--- src/rtl/idle_res_pkg.sv ---
package idle_res_pkg;
  localparam int unsigned WORD_W = 32;
  localparam int unsigned MODE_POS = 24;
  localparam int unsigned REG_OFFSET = 32'h58;

  typedef struct packed {
    logic rd;
    logic wr;
  } bus_hit_t;

  typedef enum logic [1:0] {
    CNT_HOLD  = 2'd0,
    CNT_STEP  = 2'd1,
    CNT_CLEAR = 2'd2
  } cnt_op_t;
endpackage

--- src/rtl/idle_res_decode.sv ---
module idle_res_decode
  import idle_res_pkg::*;
#(
  parameter int unsigned ADDR_W = 16
) (
  input  logic [ADDR_W-1:0] io_base,
  input  logic [ADDR_W-1:0] bus_addr,
  input  logic              bus_rd,
  input  logic              bus_wr,
  output bus_hit_t          hit
);
  localparam logic [ADDR_W-1:0] OFF = ADDR_W'(REG_OFFSET);

  logic [ADDR_W-1:0] reg_addr;
  logic              match;

  always_comb begin
    reg_addr = io_base + OFF;
    match    = (bus_addr == reg_addr);
    hit.rd   = bus_rd & match;
    hit.wr   = bus_wr & match;
  end
endmodule

--- src/rtl/idle_res_mode_reg.sv ---
module idle_res_mode_reg
  import idle_res_pkg::*;
(
  input  logic clk,
  input  logic rst,
  input  logic wr_hit,
  input  logic wr_bit,
  output logic mode
);
  always_ff @(posedge clk) begin
    if (rst) mode <= 1'b0;
    else if (wr_hit) mode <= wr_bit;
  end

  AST_MODE_LOAD: assert property (@(posedge clk) disable iff (rst)
    wr_hit |=> mode == $past(wr_bit));
  AST_MODE_HOLD: assert property (@(posedge clk) disable iff (rst)
    !wr_hit |=> $stable(mode));
endmodule

--- src/rtl/idle_res_counter.sv ---
module idle_res_counter
  import idle_res_pkg::*;
#(
  parameter int unsigned CNT_W = 24
) (
  input  logic             clk,
  input  logic             rst,
  input  cnt_op_t          op,
  output logic [CNT_W-1:0] cnt
);
  always_ff @(posedge clk) begin
    if (rst) cnt <= '0;
    else begin
      case (op)
        CNT_CLEAR: cnt <= '0;
        CNT_STEP:  cnt <= cnt + 1'b1;
        default:   cnt <= cnt;
      endcase
    end
  end

  AST_CNT_STEP: assert property (@(posedge clk) disable iff (rst)
    (op == CNT_STEP) |=> cnt == $past(cnt) + 1'b1);
  AST_CNT_WRAP: assert property (@(posedge clk) disable iff (rst)
    (op == CNT_STEP && &cnt) |=> cnt == '0);
  AST_CNT_HOLD: assert property (@(posedge clk) disable iff (rst)
    (op == CNT_HOLD) |=> $stable(cnt));
endmodule

--- src/rtl/idle_res_reg.sv ---
module idle_res_reg
  import idle_res_pkg::*;
#(
  parameter int unsigned ADDR_W = 16,
  parameter int unsigned CNT_W  = 24
) (
  input  logic              clk,
  input  logic              rst,
  input  logic [ADDR_W-1:0] io_base,
  input  logic [ADDR_W-1:0] bus_addr,
  input  logic              bus_rd,
  input  logic              bus_wr,
  input  logic [31:0]       bus_wdata,
  output logic [31:0]       bus_rdata,
  input  logic              pm_tick,
  input  logic              stop_clk_n,
  input  logic              lvl5_rd,
  input  logic              lvl6_rd
);
  localparam int unsigned PAD_W = WORD_W - CNT_W;

  bus_hit_t          hit;
  logic              mode;
  logic [CNT_W-1:0]  cnt;
  cnt_op_t           op;
  logic              entry;
  logic              advance;
  logic [WORD_W-1:0] word;
  logic              unused_wdata;

  assign unused_wdata = ^bus_wdata;

  idle_res_decode #(.ADDR_W(ADDR_W)) u_dec (
    .io_base(io_base), .bus_addr(bus_addr),
    .bus_rd(bus_rd), .bus_wr(bus_wr), .hit(hit)
  );

  idle_res_mode_reg u_mode (
    .clk(clk), .rst(rst), .wr_hit(hit.wr),
    .wr_bit(bus_wdata[MODE_POS]), .mode(mode)
  );

  always_comb begin
    entry   = lvl5_rd | lvl6_rd;
    advance = pm_tick & ~stop_clk_n;
    if (entry && !mode) op = CNT_CLEAR;
    else if (advance)   op = CNT_STEP;
    else                op = CNT_HOLD;
  end

  idle_res_counter #(.CNT_W(CNT_W)) u_cnt (
    .clk(clk), .rst(rst), .op(op), .cnt(cnt)
  );

  always_comb begin
    word = {{PAD_W{1'b0}}, cnt};
    word[MODE_POS] = mode;
  end

  always_ff @(posedge clk) begin
    if (rst) bus_rdata <= '0;
    else if (bus_rd) bus_rdata <= hit.rd ? word : '0;
  end

  AST_ENTRY_CLEAR: assert property (@(posedge clk) disable iff (rst)
    (entry && !mode) |=> cnt == '0);
  AST_ENTRY_KEEP: assert property (@(posedge clk) disable iff (rst)
    (entry && mode && !advance) |=> $stable(cnt));
  AST_RSVD_ZERO: assert property (@(posedge clk) disable iff (rst)
    (bus_rdata[WORD_W-1:MODE_POS+1] == '0));
  AST_MISS_ZERO: assert property (@(posedge clk) disable iff (rst)
    (bus_rd && !hit.rd) |=> bus_rdata == '0);
endmodule

--- config.mk ---
export PLATFORM = sky130hd
export DESIGN_NAME = idle_res_reg
export DESIGN_NICKNAME = d
export VERILOG_FILES = /design/src/rtl/idle_res_pkg.sv /design/src/rtl/idle_res_decode.sv /design/src/rtl/idle_res_mode_reg.sv /design/src/rtl/idle_res_counter.sv /design/src/rtl/idle_res_reg.sv
export SDC_FILE = /design/constraint.sdc
export NUM_CORES = 1
export LEC_CHECK = 0
export BUFFER_PORTS_ARGS = -buffer_cell sky130_fd_sc_hd__buf_2
export CAP_MARGIN = 5
export CORE_MARGIN = 3
export CORE_UTILIZATION = 46
export DETAILED_ROUTE_END_ITERATION = 16
export PLACE_DENSITY = 0.81
export REMOVE_ABC_BUFFERS = 1
export SYNTH_ARGS = -nofsm -noshare
export SYNTH_HDL_FRONTEND = slang
export SYNTH_SLANG_ARGS = --single-unit
--- constraint.sdc ---
create_clock -name clk -period 3.9 [get_ports clk]
set_input_delay 0.585 -clock clk [delete_from_list [all_inputs] [get_ports clk]]
set_output_delay 0.585 -clock clk [all_outputs]
set_load 0.03 [all_outputs]
==> results of run 1 <==
[critical path: stages]
cell                       delay, ps
sky130_fd_sc_hd__buf_2           110
sky130_fd_sc_hd__inv_1            40
sky130_fd_sc_hd__ha_1            210
sky130_fd_sc_hd__and2b_1         300
sky130_fd_sc_hd__o211ai_1        130
sky130_fd_sc_hd__or3_4           390
sky130_fd_sc_hd__a31oi_4         220
sky130_fd_sc_hd__nand4_4         460
sky130_fd_sc_hd__o31ai_1         400
[worst max-delay path by stage]
stage / end / depth (start not counted) / from / slack (ps)
floorplan: bus_rdata[0] / 8 / io_base[3] / 1370
global placement: bus_rdata[1] / 9 / io_base[3] / 980
detailed placement: bus_rdata[0] / 9 / io_base[3] / 880
finish: bus_rdata[2] / 9 / io_base[3] / 1240
CTS: bus_rdata[0] / 9 / io_base[3] / 1210
global route: bus_rdata[0] / 9 / io_base[3] / 1030
[synth_stat cells (2+ instances only)]
master,n
sky130_fd_sc_hd__nor2_1,29
sky130_fd_sc_hd__a21oi_1,4
sky130_fd_sc_hd__xnor2_1,20
sky130_fd_sc_hd__or3b_2,25
sky130_fd_sc_hd__and4_1,5
sky130_fd_sc_hd__and3_1,3
sky130_fd_sc_hd__dfxtp_1,50
sky130_fd_sc_hd__ha_1,2
sky130_fd_sc_hd__or3_1,3
sky130_fd_sc_hd__buf_4,7
sky130_fd_sc_hd__nor3_1,2
sky130_fd_sc_hd__buf_6,2
sky130_fd_sc_hd__nand2b_1,2
sky130_fd_sc_hd__o21ai_0,7
sky130_fd_sc_hd__clkbuf_1,13
sky130_fd_sc_hd__o211ai_1,2
sky130_fd_sc_hd__xor2_1,22
sky130_fd_sc_hd__nand2_1,33
sky130_fd_sc_hd__o31ai_2,20
sky130_fd_sc_hd__o2111ai_1,3
sky130_fd_sc_hd__inv_1,7
sky130_fd_sc_hd__o31ai_1,5
sky130_fd_sc_hd__nand4_1,8
sky130_fd_sc_hd__nand3_1,7
sky130_fd_sc_hd__mux2i_1,3
[flip-flops by register name, indices dropped and copies added, names as in the netlist]
| name | count |
|---|---|
| u_cnt.cnt | 24 |
| bus_rdata | 25 |
| u_mode.mode | 1 |
[kinds of logic (layout without fill, tap and decap cells)]
logic type / after synthesis / in the layout
AO/OA/AOI/OAI: 45 / 45
flip-flops: 50 / 50
multiplexers: 4 / 4
adder cells (fa/ha/maj): 2 / 2
other: 1 / 7
AND/OR/NAND/NOR: 128 / 128
buffers and inverters: 31 / 80
XOR/XNOR: 42 / 42
[cell type report]
cell class                 instances  area share [%]
clock buffer                       6            2.60
inverter                           7           0.826
multi-input combinational        228            51.6
sequential                        50            31.5
tap                               72            2.83
timing repair buffer              67            10.7
[per-stage QoR]
step	hold slack [ps]	setup WS [ps]	total power, uW	instance area (um^2)	instances
floorplan	446	1370	579	2670	285
global placement	470	976	627	3100	424
detailed placement	481	878	630	3100	424
CTS	494	1210	917	3180	430
global route	514	1030	947	3180	430
finish	490	1240	907	3180	430
[routing by layer]
layer / share of wire (%) / wire [um]
met3: 6.6 / 351
met2: 48 / 2540
met5: 0 / 0
met4: 1.3 / 66
met1: 44 / 2320
[power groups by stage]
stage	clock (uW)	sequential [uW]	combinational, uW
floorplan	0	522	56.9
global placement	0	522	105
detailed placement	0	522	107
CTS	298	510	108
global route	318	511	118
finish	290	510	107
==> qor.tcl, run 1 <==
set qor(pin_count_of_the_biggest_net_entering_global_routing) 51
set qor(combinationalPowerShare_pct) 11.8
set qor(synth-warning-count) 0
set qor(grt_pass1_wl_mm) 9.20
set qor(h-tree-depth) 2
set qor(timing.rr.start) {u_cnt.cnt[3]}
set qor(worst_clock_skew_ps) 2.51
set qor(port_buffers) 65
set qor(post-route-min-period_ps) 2660
set qor(synth_enable_flop_cells) 0
set qor(drt-initial-drc-count) 105
set qor(postSynthCellCount) 303
set qor(grt-busiest-layer) {met2}
set qor(final_core_utilization_pct) 56.0
set qor(post_cts_hold_buffer_count) 0
set qor(antenna-diode-count) 0
set qor(net-switching-power_uw) 218
set qor(vias_per_cell) 5.23
set qor(grt_use_met3_pct) 3.95
set qor(drt_pre_antenna_iters) 6
set qor(synthMuxAreaShare_pct) 1.49
set qor(num-nets-final) 433
set qor(postCtsResizedCells) 0
set qor(root_buffer_master) {sky130_fd_sc_hd__clkbuf_8}
set qor(ff2ff_setup_slack_ps) 1840
set qor(drc) 0
set qor(multi_input_area_um2) 1640
set qor(flow.area_growth_from_synthesis_pct) 14.5
set qor(synth_top_family_by_area) {simple AND/OR/NAND/NOR gates}
set qor(post-synth-top-area-fraction_pct) 36.0
set qor(tritoncts.num_buffers) 5
set qor(reg2regPathDepth) 6
set qor(seqCellArea_um2) 1000
set qor(fmax_mhz) 376
set qor(drt.antenna.violating_nets) 0
set qor(synth-adder-area-share_pct) 0.901
set qor(clkSlewWorstSetupHoldPaths_ps) 80
set qor(synthesis.area_um2) 2780
set qor(die-height_um) 83.7
set qor(synth-xor-area-share_pct) 13.2
set qor(cp_data_required_time_ps) 4100
set qor(holdCritStartpoint) {u_cnt.cnt[23]}
set qor(clk-insertion-delay-late_ps) 290
set qor(final_setup_violations) 0
set qor(drt_wl_total_mm) 5.28
set qor(slew-limit-headroom_pct) 52.1
set qor(p_int_uw) 689
set qor(maxcap_violations) 0
set qor(drive_gt1_share_pct) 34.9
set qor(placement_row_count) 27
set qor(yosys.area_share.simple_pct) 27.0
set qor(cp-start-kind) {primary input}
set qor(synth.area.top_cells) {sky130_fd_sc_hd__dfxtp_1 (36%), sky130_fd_sc_hd__o31ai_2 (9.0%), sky130_fd_sc_hd__or3b_2 (7.9%)}
set qor(sw_frac_of_total_pct) 24.0
set qor(drv_slew) 0
set qor(io_pins) 104
set qor(timing.setup.critical_path_class) {in2reg}
set qor(globalRouteMet2Util_pct) 27.0
set qor(run_status) {complete, no violations}
set qor(post_route_fraction_of_the_period_consumed_by_the_critical_path_pct) 68.2
set qor(fp.dieW_um) 83.7
set qor(async_flop_share_pct) 0
set qor(worst_hold_path_stage_count) 2
set qor(worst_case_hold_path_end_point) {bus_rdata[23]}
set qor(placeableCoreArea_um2) 5680
set qor(power.sequential.fraction_pct) 56.3
set qor(gp_routability_congestion) 0.728
set qor(synth_cell_type_count) 44
set qor(flip_flop_cell_with_the_highest_count_after_synthesis) {sky130_fd_sc_hd__dfxtp_1}
set qor(crit_path_max_fanout) 25
set qor(numClockSinks) 50
set qor(synth_seq_cells) 50
set qor(pwr_cell_area_nw_per_um2) 285
set qor(first_global_vias) 2133
set qor(post-synth-top-area-cell) {sky130_fd_sc_hd__dfxtp_1}
set qor(worst_slew_pin_slew_ps) 719
set qor(nFillCells) 533
set qor(grt_antenna_before_repair) 0
set qor(totalNegativeSetupSlack_ps) 0
set qor(cts_post_setup_buffers_inserted) 0
set qor(clockPowerShare_pct) 31.9
set qor(post_synth.cell_area_avg_um2) 9.17
set qor(met1_usage_grt_pct) 18.0
set qor(timing.final.hold_violations) 0
set qor(drt-wirelength-per-cell_um) 12.3
set qor(worstPathArrival_ps) 2860
set qor(initial_core_util_pct) 48.9
set qor(place_hpwl_mm) 3.85
set qor(layout.cells.most_common) {sky130_fd_sc_hd__buf_2}
set qor(fraction_of_the_yosys_area_taken_by_sequential_cells_pct) 36.0
set qor(worst_r2r_endpoint) {u_cnt.cnt[14]}
set qor(cts_tree) {yes}
set qor(synth-compound-area-share_pct) 15.5
set qor(cts_buffer_depth) 2
set qor(maximum_vdd_drop_uv) 188
set qor(grt_setup_unrepaired) {no}
set qor(gr-usage-all-layers_pct) 15.3
set qor(dieArea_um2) 7010
set qor(dr_total_vias) 2247
set qor(final_cell_mix) {sky130_fd_sc_hd__buf_2 (65), sky130_fd_sc_hd__dfxtp_1 (50), sky130_fd_sc_hd__nand2_1 (33)}
set qor(setup_crit_end_kind) {flop}
set qor(overflow_left_after_global_routing) 0
set qor(min-delay-path-class) {reg2reg}
set qor(cellLeakagePower_uw) 0.00119
(Power assumes the default switching activity.)
==> inputs of run 2 (changes only) <==
clock period = 2.7 ns   (was 3.9 ns; I/O delays follow)
==> run 2 against run 1 <==
  * Via count increased by 0.98%
  * Register-to-register slack worse by 1200 ps
  * Clock power is 77% higher
  * Worst hold slack got worse by 130 ps
  * Sequential share of layout area down 0.38 points
  * Die area did not move
  * Flip-flop and latch count unchanged
  * Sequential power is 45% higher
  * Utilization increased by 0.68 points
  * Clock skew is 2.6 ps higher
  * Critical endpoint unchanged
  * Largest cell class unchanged
==> qor.tcl, run 2 (synthesis gave the netlist of run 1 again) <==
set qor(run_status) {complete, no violations}
set qor(cp_data_required_time_ps) 2910 ;# -1190 ps
set qor(crit_buf_inv) 3 ;# +1
set qor(clkSlewWorstSetupHoldPaths_ps) 80 ;# about the same
set qor(timing.rr.start) {u_cnt.cnt[3]}
set qor(maxcap_violations) 0 ;# unchanged
set qor(placement_row_count) 27 ;# unchanged
set qor(placement.setup.worst_slack_ps) 220 ;# -658 ps
set qor(drive_gt1_share_pct) 35.1 ;# +0.17 points
set qor(cellLeakagePower_uw) 0.00121 ;# +1.5%
set qor(cp_slowest_cell) {sky130_fd_sc_hd__or3_4}
set qor(numClockSinks) 50 ;# unchanged
set qor(slowest_cell_delay_on_critical_path_ps) 390 ;# -70 ps
set qor(first_global_vias) 2259 ;# +5.9%
set qor(postCtsResizedCells) 0 ;# unchanged
set qor(crit_chain) {buf_2 > inv_1 > ha_1 > and2b_1 > o211ai_1 > or3_4 > a31oi_4 > nand4_4 > buf_4 > o31ai_1}
set qor(place_hpwl_mm) 3.93 ;# +2.2%
set qor(gp_routability_congestion) 0.741 ;# +1.9%
set qor(cts_post_setup_buffers_inserted) 0 ;# unchanged
set qor(nFillCells) 516 ;# -3.2%
set qor(grt_pass1_wl_mm) 9.63 ;# +4.7%
set qor(dr_total_vias) 2269 ;# +0.98%
set qor(slew-limit-headroom_pct) 44.6 ;# -7.5 points
set qor(tritoncts.num_buffers) 5 ;# unchanged
set qor(final_setup_violations) 0 ;# unchanged
set qor(placed_cells_incl_taps) 426 ;# +0.47%
set qor(number_of_flip_flops_under_the_largest_register_name) 25 ;# unchanged
set qor(grt_setup_unrepaired) {no}
set qor(maximum_vdd_drop_uv) 277 ;# +47%
set qor(num-nets-final) 435 ;# +0.46%
set qor(multi_input_area_um2) 1640 ;# unchanged
set qor(drt_pre_antenna_iters) 4 ;# -2
set qor(drt-wirelength-per-cell_um) 12.6 ;# +2.3%
set qor(timing.final.hold_violations) 0 ;# unchanged
set qor(overflow_left_after_global_routing) 0 ;# unchanged
set qor(top_regs) {bus_rdata: 25 flops, u_cnt.cnt: 24 flops, u_mode.mode: 1 flops}
set qor(ff2ff_setup_slack_ps) 680 ;# -1160 ps
set qor(post-route-min-period_ps) 2150
set qor(drv_slew) 0 ;# unchanged
set qor(worst_r2r_endpoint) {u_cnt.cnt[14]}
set qor(io_pins) 104 ;# unchanged
set qor(cts_tree) {yes}
set qor(drc) 0 ;# unchanged
set qor(setup_crit_end_kind) {flop}
set qor(post_layout_nonfiller_instances) 434 ;# +0.93%
set qor(pin_count_of_the_biggest_net_entering_global_routing) 51 ;# unchanged
set qor(worst_slew_pin_slew_ps) 832 ;# +113 ps
set qor(worst_clock_skew_ps) 5.13 ;# +2.62 ps
set qor(port_buffers) 65 ;# unchanged
set qor(grt_antenna_before_repair) 0 ;# unchanged
set qor(min-delay-path-class) {in2reg}
set qor(fmax_mhz) 465
set qor(post_route_fraction_of_the_period_consumed_by_the_critical_path_pct) 79.6
set qor(post_cts_hold_buffer_count) 0 ;# unchanged
set qor(worst_case_hold_path_end_point) {u_mode.mode}
set qor(top_register) {bus_rdata}
set qor(timing.setup.critical_path_class) {in2reg}
set qor(final_cell_mix) {sky130_fd_sc_hd__buf_2 (65), sky130_fd_sc_hd__dfxtp_1 (50), sky130_fd_sc_hd__nand2_1 (33)}
set qor(worstPathArrival_ps) 2360 ;# -500 ps
set qor(holdCritStartpoint) {bus_wdata[24]}
set qor(drt-initial-drc-count) 96 ;# -8.6%
set qor(gr-usage-all-layers_pct) 16.1 ;# +0.83 points
set qor(seqCellArea_um2) 1000 ;# unchanged
set qor(die-height_um) 83.7 ;# unchanged
set qor(fp.dieW_um) 83.7 ;# unchanged
set qor(pwr_cell_area_nw_per_um2) 437 ;# +53%
set qor(crit_path_max_fanout) 25 ;# unchanged
set qor(antenna-diode-count) 0 ;# unchanged
set qor(cts_buffer_depth) 2 ;# unchanged
set qor(h-tree-depth) 2 ;# unchanged
set qor(postLayoutSetupSlackWorst_ps) 550 ;# -691 ps
set qor(root_buffer_master) {sky130_fd_sc_hd__clkbuf_8}
set qor(reg2regPathDepth) 6 ;# unchanged
set qor(totalNegativeSetupSlack_ps) 0 ;# unchanged
set qor(dieArea_um2) 7010 ;# unchanged
set qor(drt.antenna.violating_nets) 0 ;# unchanged
set qor(final.hold.worst_slack_ps) 355 ;# -135 ps
set qor(placeableCoreArea_um2) 5680 ;# unchanged
set qor(worst_hold_path_stage_count) 3 ;# +1
set qor(initial_core_util_pct) 48.9 ;# unchanged
set qor(clk-insertion-delay-late_ps) 300 ;# about the same
set qor(vias_per_cell) 5.23 ;# about the same
set qor(flow.area_growth_from_synthesis_pct) 15.9
set qor(cp-start-kind) {primary input}
set qor(design_area_um2) 3220 ;# +1.2%
set qor(critical_path.top_delay_family) {simple AND/OR/NAND/NOR gates}
set qor(layout.cells.most_common) {sky130_fd_sc_hd__buf_2}
set qor(post_dp_cell_area_um2) 3110 ;# +0.48%
set qor(drt_wl_total_mm) 5.45 ;# +3.2%
==> run 2: through the flow <==
step | utilization, % | total power [uW]
after floorplan | - | 837
after global placement | 54.9 | 908
after detailed placement | 54.9 | 914
after CTS | 56.7 | 1420
after global routing | 56.7 | 1470
final | 56.7 | 1410
==> run 2: power by group <==
part           switching [uW]  internal (uW)  leakage, uW
registers               0.380            737     0.000403
clock network             235            277    0.0000524
logic                    96.6           62.3     0.000753
total                     332           1080      0.00121
==> run 2: worst max-delay path by stage <==
stage	start	endpoint	slack, ps	cells past startpoint
5_1_grt	io_base[3]	bus_rdata[24]	330	11
4_1_cts	io_base[3]	bus_rdata[2]	540	10
2_1_floorplan	io_base[3]	bus_rdata[0]	350	8
3_5_place_dp	io_base[3]	bus_rdata[2]	220	10
6_report	io_base[3]	bus_rdata[2]	550	10
3_3_place_gp	io_base[3]	bus_rdata[1]	290	10
==> run 2: worst reg2reg max path, stage by stage, from the launching register on <==
cell and delay [ps]:
sky130_fd_sc_hd__dfxtp_1 440, sky130_fd_sc_hd__and4_1 280, sky130_fd_sc_hd__nand4_1 220, sky130_fd_sc_hd__nor3_1 530
sky130_fd_sc_hd__and4_1 280, sky130_fd_sc_hd__xnor2_1 120, sky130_fd_sc_hd__nor2_1 50
==> run 2: per-layer routing <==
layer | GRT usage, % | wire length (um) | up-vias
met5 | 0 | 0 | -
met4 | 5.12 | 68 | 0
met3 | 3.26 | 360 | 6
met2 | 28.8 | 2660 | 68
met1 | 19.3 | 2360 | 1039
li1 | - | - | 1156
==> run 2: cell type report <==
type	instances	share of cell area, %
clock inverters	1	0.933
multi-input cells	228	51.0
well taps	72	2.80
flip-flops and latches	50	31.1
clock buffers	7	2.37
repair buffers	69	11.0
inverters	7	0.816
==> inputs of run 3 (changes only) <==
clock period = 2.2 ns   (was 2.7 ns; I/O delays follow)
==> run 3 against run 2 <==
  * Power is 13% higher
  * Non-clock buffer count increased by 8
  * Cell count rose by 1.6%
  * Wire length decreased by 1.8%
  * Setup slack worse by 290 ps
  * Flip-flop and latch count is the same
  * Worst hold slack worse by 57 ps
  * Combinational power grew 26%
  * Die area stayed put
==> qor.tcl, run 3 (synthesis gave the netlist of run 1 again) <==
set qor(h-tree-depth) 2 ;# unchanged
set qor(net-switching-power_uw) 385 ;# +16%
set qor(post-route-min-period_ps) 1940
set qor(drt_pre_antenna_iters) 4 ;# unchanged
set qor(dr_total_vias) 2285 ;# +0.71%
set qor(crit_path_max_fanout) 25 ;# unchanged
set qor(placement.setup.worst_slack_ps) -64.6 ;# -285 ps
set qor(run_status) {complete, no violations}
set qor(ff2ff_setup_slack_ps) 300 ;# -380 ps
set qor(post_cts_hold_buffer_count) 0 ;# unchanged
set qor(numClockSinks) 50 ;# unchanged
set qor(post_layout_nonfiller_instances) 441 ;# +1.6%
set qor(final_setup_violations) 0 ;# unchanged
set qor(clockPowerShare_pct) 30.5 ;# -5.9 points
set qor(clk-insertion-delay-late_ps) 290 ;# about the same
set qor(drv_slew) 0 ;# unchanged
set qor(setup_crit_end_kind) {flop}
set qor(worst_slew_pin_slew_ps) 739 ;# -92.4 ps
set qor(timing.setup.critical_path_class) {in2reg}
set qor(cts_post_setup_buffers_inserted) 0 ;# unchanged
set qor(maxcap_violations) 0 ;# unchanged
set qor(io_pins) 104 ;# unchanged
set qor(grt_antenna_before_repair) 0 ;# unchanged
set qor(drt.antenna.violating_nets) 0 ;# unchanged
set qor(vias_per_cell) 5.18 ;# -0.89%
set qor(seqCellArea_um2) 1000 ;# unchanged
set qor(die-height_um) 83.7 ;# unchanged
set qor(final_cell_mix) {sky130_fd_sc_hd__buf_2 (65), sky130_fd_sc_hd__dfxtp_1 (50), sky130_fd_sc_hd__nand2_1 (33)}
set qor(maximum_vdd_drop_uv) 326 ;# +18%
set qor(min-delay-path-class) {in2reg}
set qor(p_int_uw) 1210 ;# +12%
set qor(tritoncts.num_buffers) 5 ;# unchanged
set qor(cts_tree) {yes}
set qor(drt_wl_total_mm) 5.35 ;# -1.8%
set qor(slew-limit-headroom_pct) 50.7 ;# +6.2 points
set qor(initial_core_util_pct) 48.9 ;# unchanged
set qor(place_hpwl_mm) 3.97 ;# +1.0%
set qor(crit_buf_inv) 3 ;# unchanged
set qor(combinationalPowerShare_pct) 12.6 ;# +1.3 points
set qor(drc) 0 ;# unchanged
set qor(port_buffers) 65 ;# unchanged
set qor(placement_row_count) 27 ;# unchanged
set qor(cp_data_required_time_ps) 2410 ;# -500 ps
set qor(nFillCells) 518 ;# +0.39%
set qor(placeableCoreArea_um2) 5680 ;# unchanged
set qor(first_global_vias) 2147 ;# -5.0%
set qor(cts_buffer_depth) 2 ;# unchanged
set qor(sw_frac_of_total_pct) 24.2 ;# +0.62 points
set qor(drt-initial-drc-count) 75 ;# -22%
set qor(layout.cells.most_common) {sky130_fd_sc_hd__buf_2}
set qor(cp-start-kind) {primary input}
set qor(overflow_left_after_global_routing) 0 ;# unchanged
set qor(worstPathArrival_ps) 2150 ;# -210 ps
set qor(top_regs) {bus_rdata: 25 flops, u_cnt.cnt: 24 flops, u_mode.mode: 1 flops}
set qor(flow.area_growth_from_synthesis_pct) 17.4
set qor(placed_cells_incl_taps) 434 ;# +1.9%
set qor(gr-usage-all-layers_pct) 15.5 ;# -0.67 points
set qor(drt-wirelength-per-cell_um) 12.1 ;# -3.4%
set qor(multi_input_area_um2) 1640 ;# unchanged
set qor(design_area_um2) 3260 ;# +1.3%
set qor(timing.final.hold_violations) 0 ;# unchanged
set qor(top_register) {bus_rdata}
set qor(pin_count_of_the_biggest_net_entering_global_routing) 51 ;# unchanged
set qor(clkSlewWorstSetupHoldPaths_ps) 80 ;# about the same
set qor(number_of_flip_flops_under_the_largest_register_name) 25 ;# unchanged
set qor(pwr_cell_area_nw_per_um2) 488 ;# +12%
set qor(gp_routability_congestion) 0.759 ;# +2.4%
set qor(grt_setup_unrepaired) {no}
set qor(slowest_cell_delay_on_critical_path_ps) 390 ;# about the same
set qor(crit_chain) {buf_2 > inv_1 > ha_1 > and2b_1 > o211ai_1 > or3_4 > a31oi_4 > nand4_4 > buf_12 > o31ai_2}
set qor(post_dp_cell_area_um2) 3190 ;# +2.3%
set qor(cellLeakagePower_uw) 0.00124 ;# +2.6%
set qor(post_route_fraction_of_the_period_consumed_by_the_critical_path_pct) 88.3
set qor(critical_path.top_delay_family) {simple AND/OR/NAND/NOR gates}
set qor(fin_total_pwr_uw) 1590 ;# +13%
set qor(final_core_utilization_pct) 57.5 ;# +0.75 points
set qor(drive_gt1_share_pct) 36.3 ;# +1.2 points
set qor(fp.dieW_um) 83.7 ;# unchanged
set qor(postCtsResizedCells) 0 ;# unchanged
set qor(worst_clock_skew_ps) 5.91 ;# +0.777 ps
set qor(antenna-diode-count) 0 ;# unchanged
set qor(grt_pass1_wl_mm) 9.28 ;# -3.7%
set qor(fmax_mhz) 515
set qor(cp_slowest_cell) {sky130_fd_sc_hd__or3_4}
set qor(dieArea_um2) 7010 ;# unchanged
set qor(root_buffer_master) {sky130_fd_sc_hd__clkbuf_8}
set qor(num-nets-final) 443 ;# +1.8%
set qor(postLayoutSetupSlackWorst_ps) 257 ;# -293 ps
set qor(power.sequential.fraction_pct) 56.8 ;# +4.4 points
==> run 3: changes by cell type in the layout (fill, tap and decap cells not counted) <==
cell | previous run | this run
sky130_fd_sc_hd__buf_4 | 4 | 11
sky130_fd_sc_hd__buf_12 | 0 | 1
sky130_fd_sc_hd__bufinv_16 | 1 | 0
==> run 3: worst paths after layout <==
path	startpoint	end	cells after the start
worst max-delay path	io_base[3]	bus_rdata[8]	10
worst min-delay path	bus_wdata[24]	u_mode.mode	3
worst max register to register	u_cnt.cnt[3]	u_cnt.cnt[17]	6
worst min register to register	u_cnt.cnt[19]	bus_rdata[19]	2
==> run 3: power groups by stage <==
stage | clock (uW) | combinational [uW] | sequential [uW]
finish | 486 | 201 | 905
CTS | 501 | 203 | 905
global route | 543 | 221 | 905
detailed placement | 0 | 202 | 926
floorplan | 0 | 101 | 926
global placement | 0 | 196 | 926
==> run 3: routing by layer <==
layer,up-vias,routed length (um),share of wire (%),global-route usage (%)
met5,-,0,0,0
met4,0,65,1.2,4.24
met3,9,346,6.5,4.05
met2,62,2590,48,27.2
met1,1039,2350,44,18.5
li1,1175,-,-,-
==> run 3: cell type report <==
type	count	share of cell area [%]
tap	72	2.76
sequential	50	30.7
clock buffer	7	2.34
multi-input combinational	228	50.3
inverter	7	0.806
timing repair buffer	77	13.1
==> run 3: worst reg2reg max path: cells and delay by family (launching register included) <==
| kind | cells | cell delay, ps |
|---|---|---|
| simple gates | 5 | 1180 |
| xor+xnor | 1 | 160 |
| flops | 1 | 430 |
==> run 3: through the flow <==
step | setup TNS [ps] | hold WS (ps)
floorplan | -1330 | 426
global placement | -47.4 | 458
detailed placement | -1070 | 464
CTS | 0 | 296
global route | 0 | 293
finish | 0 | 298
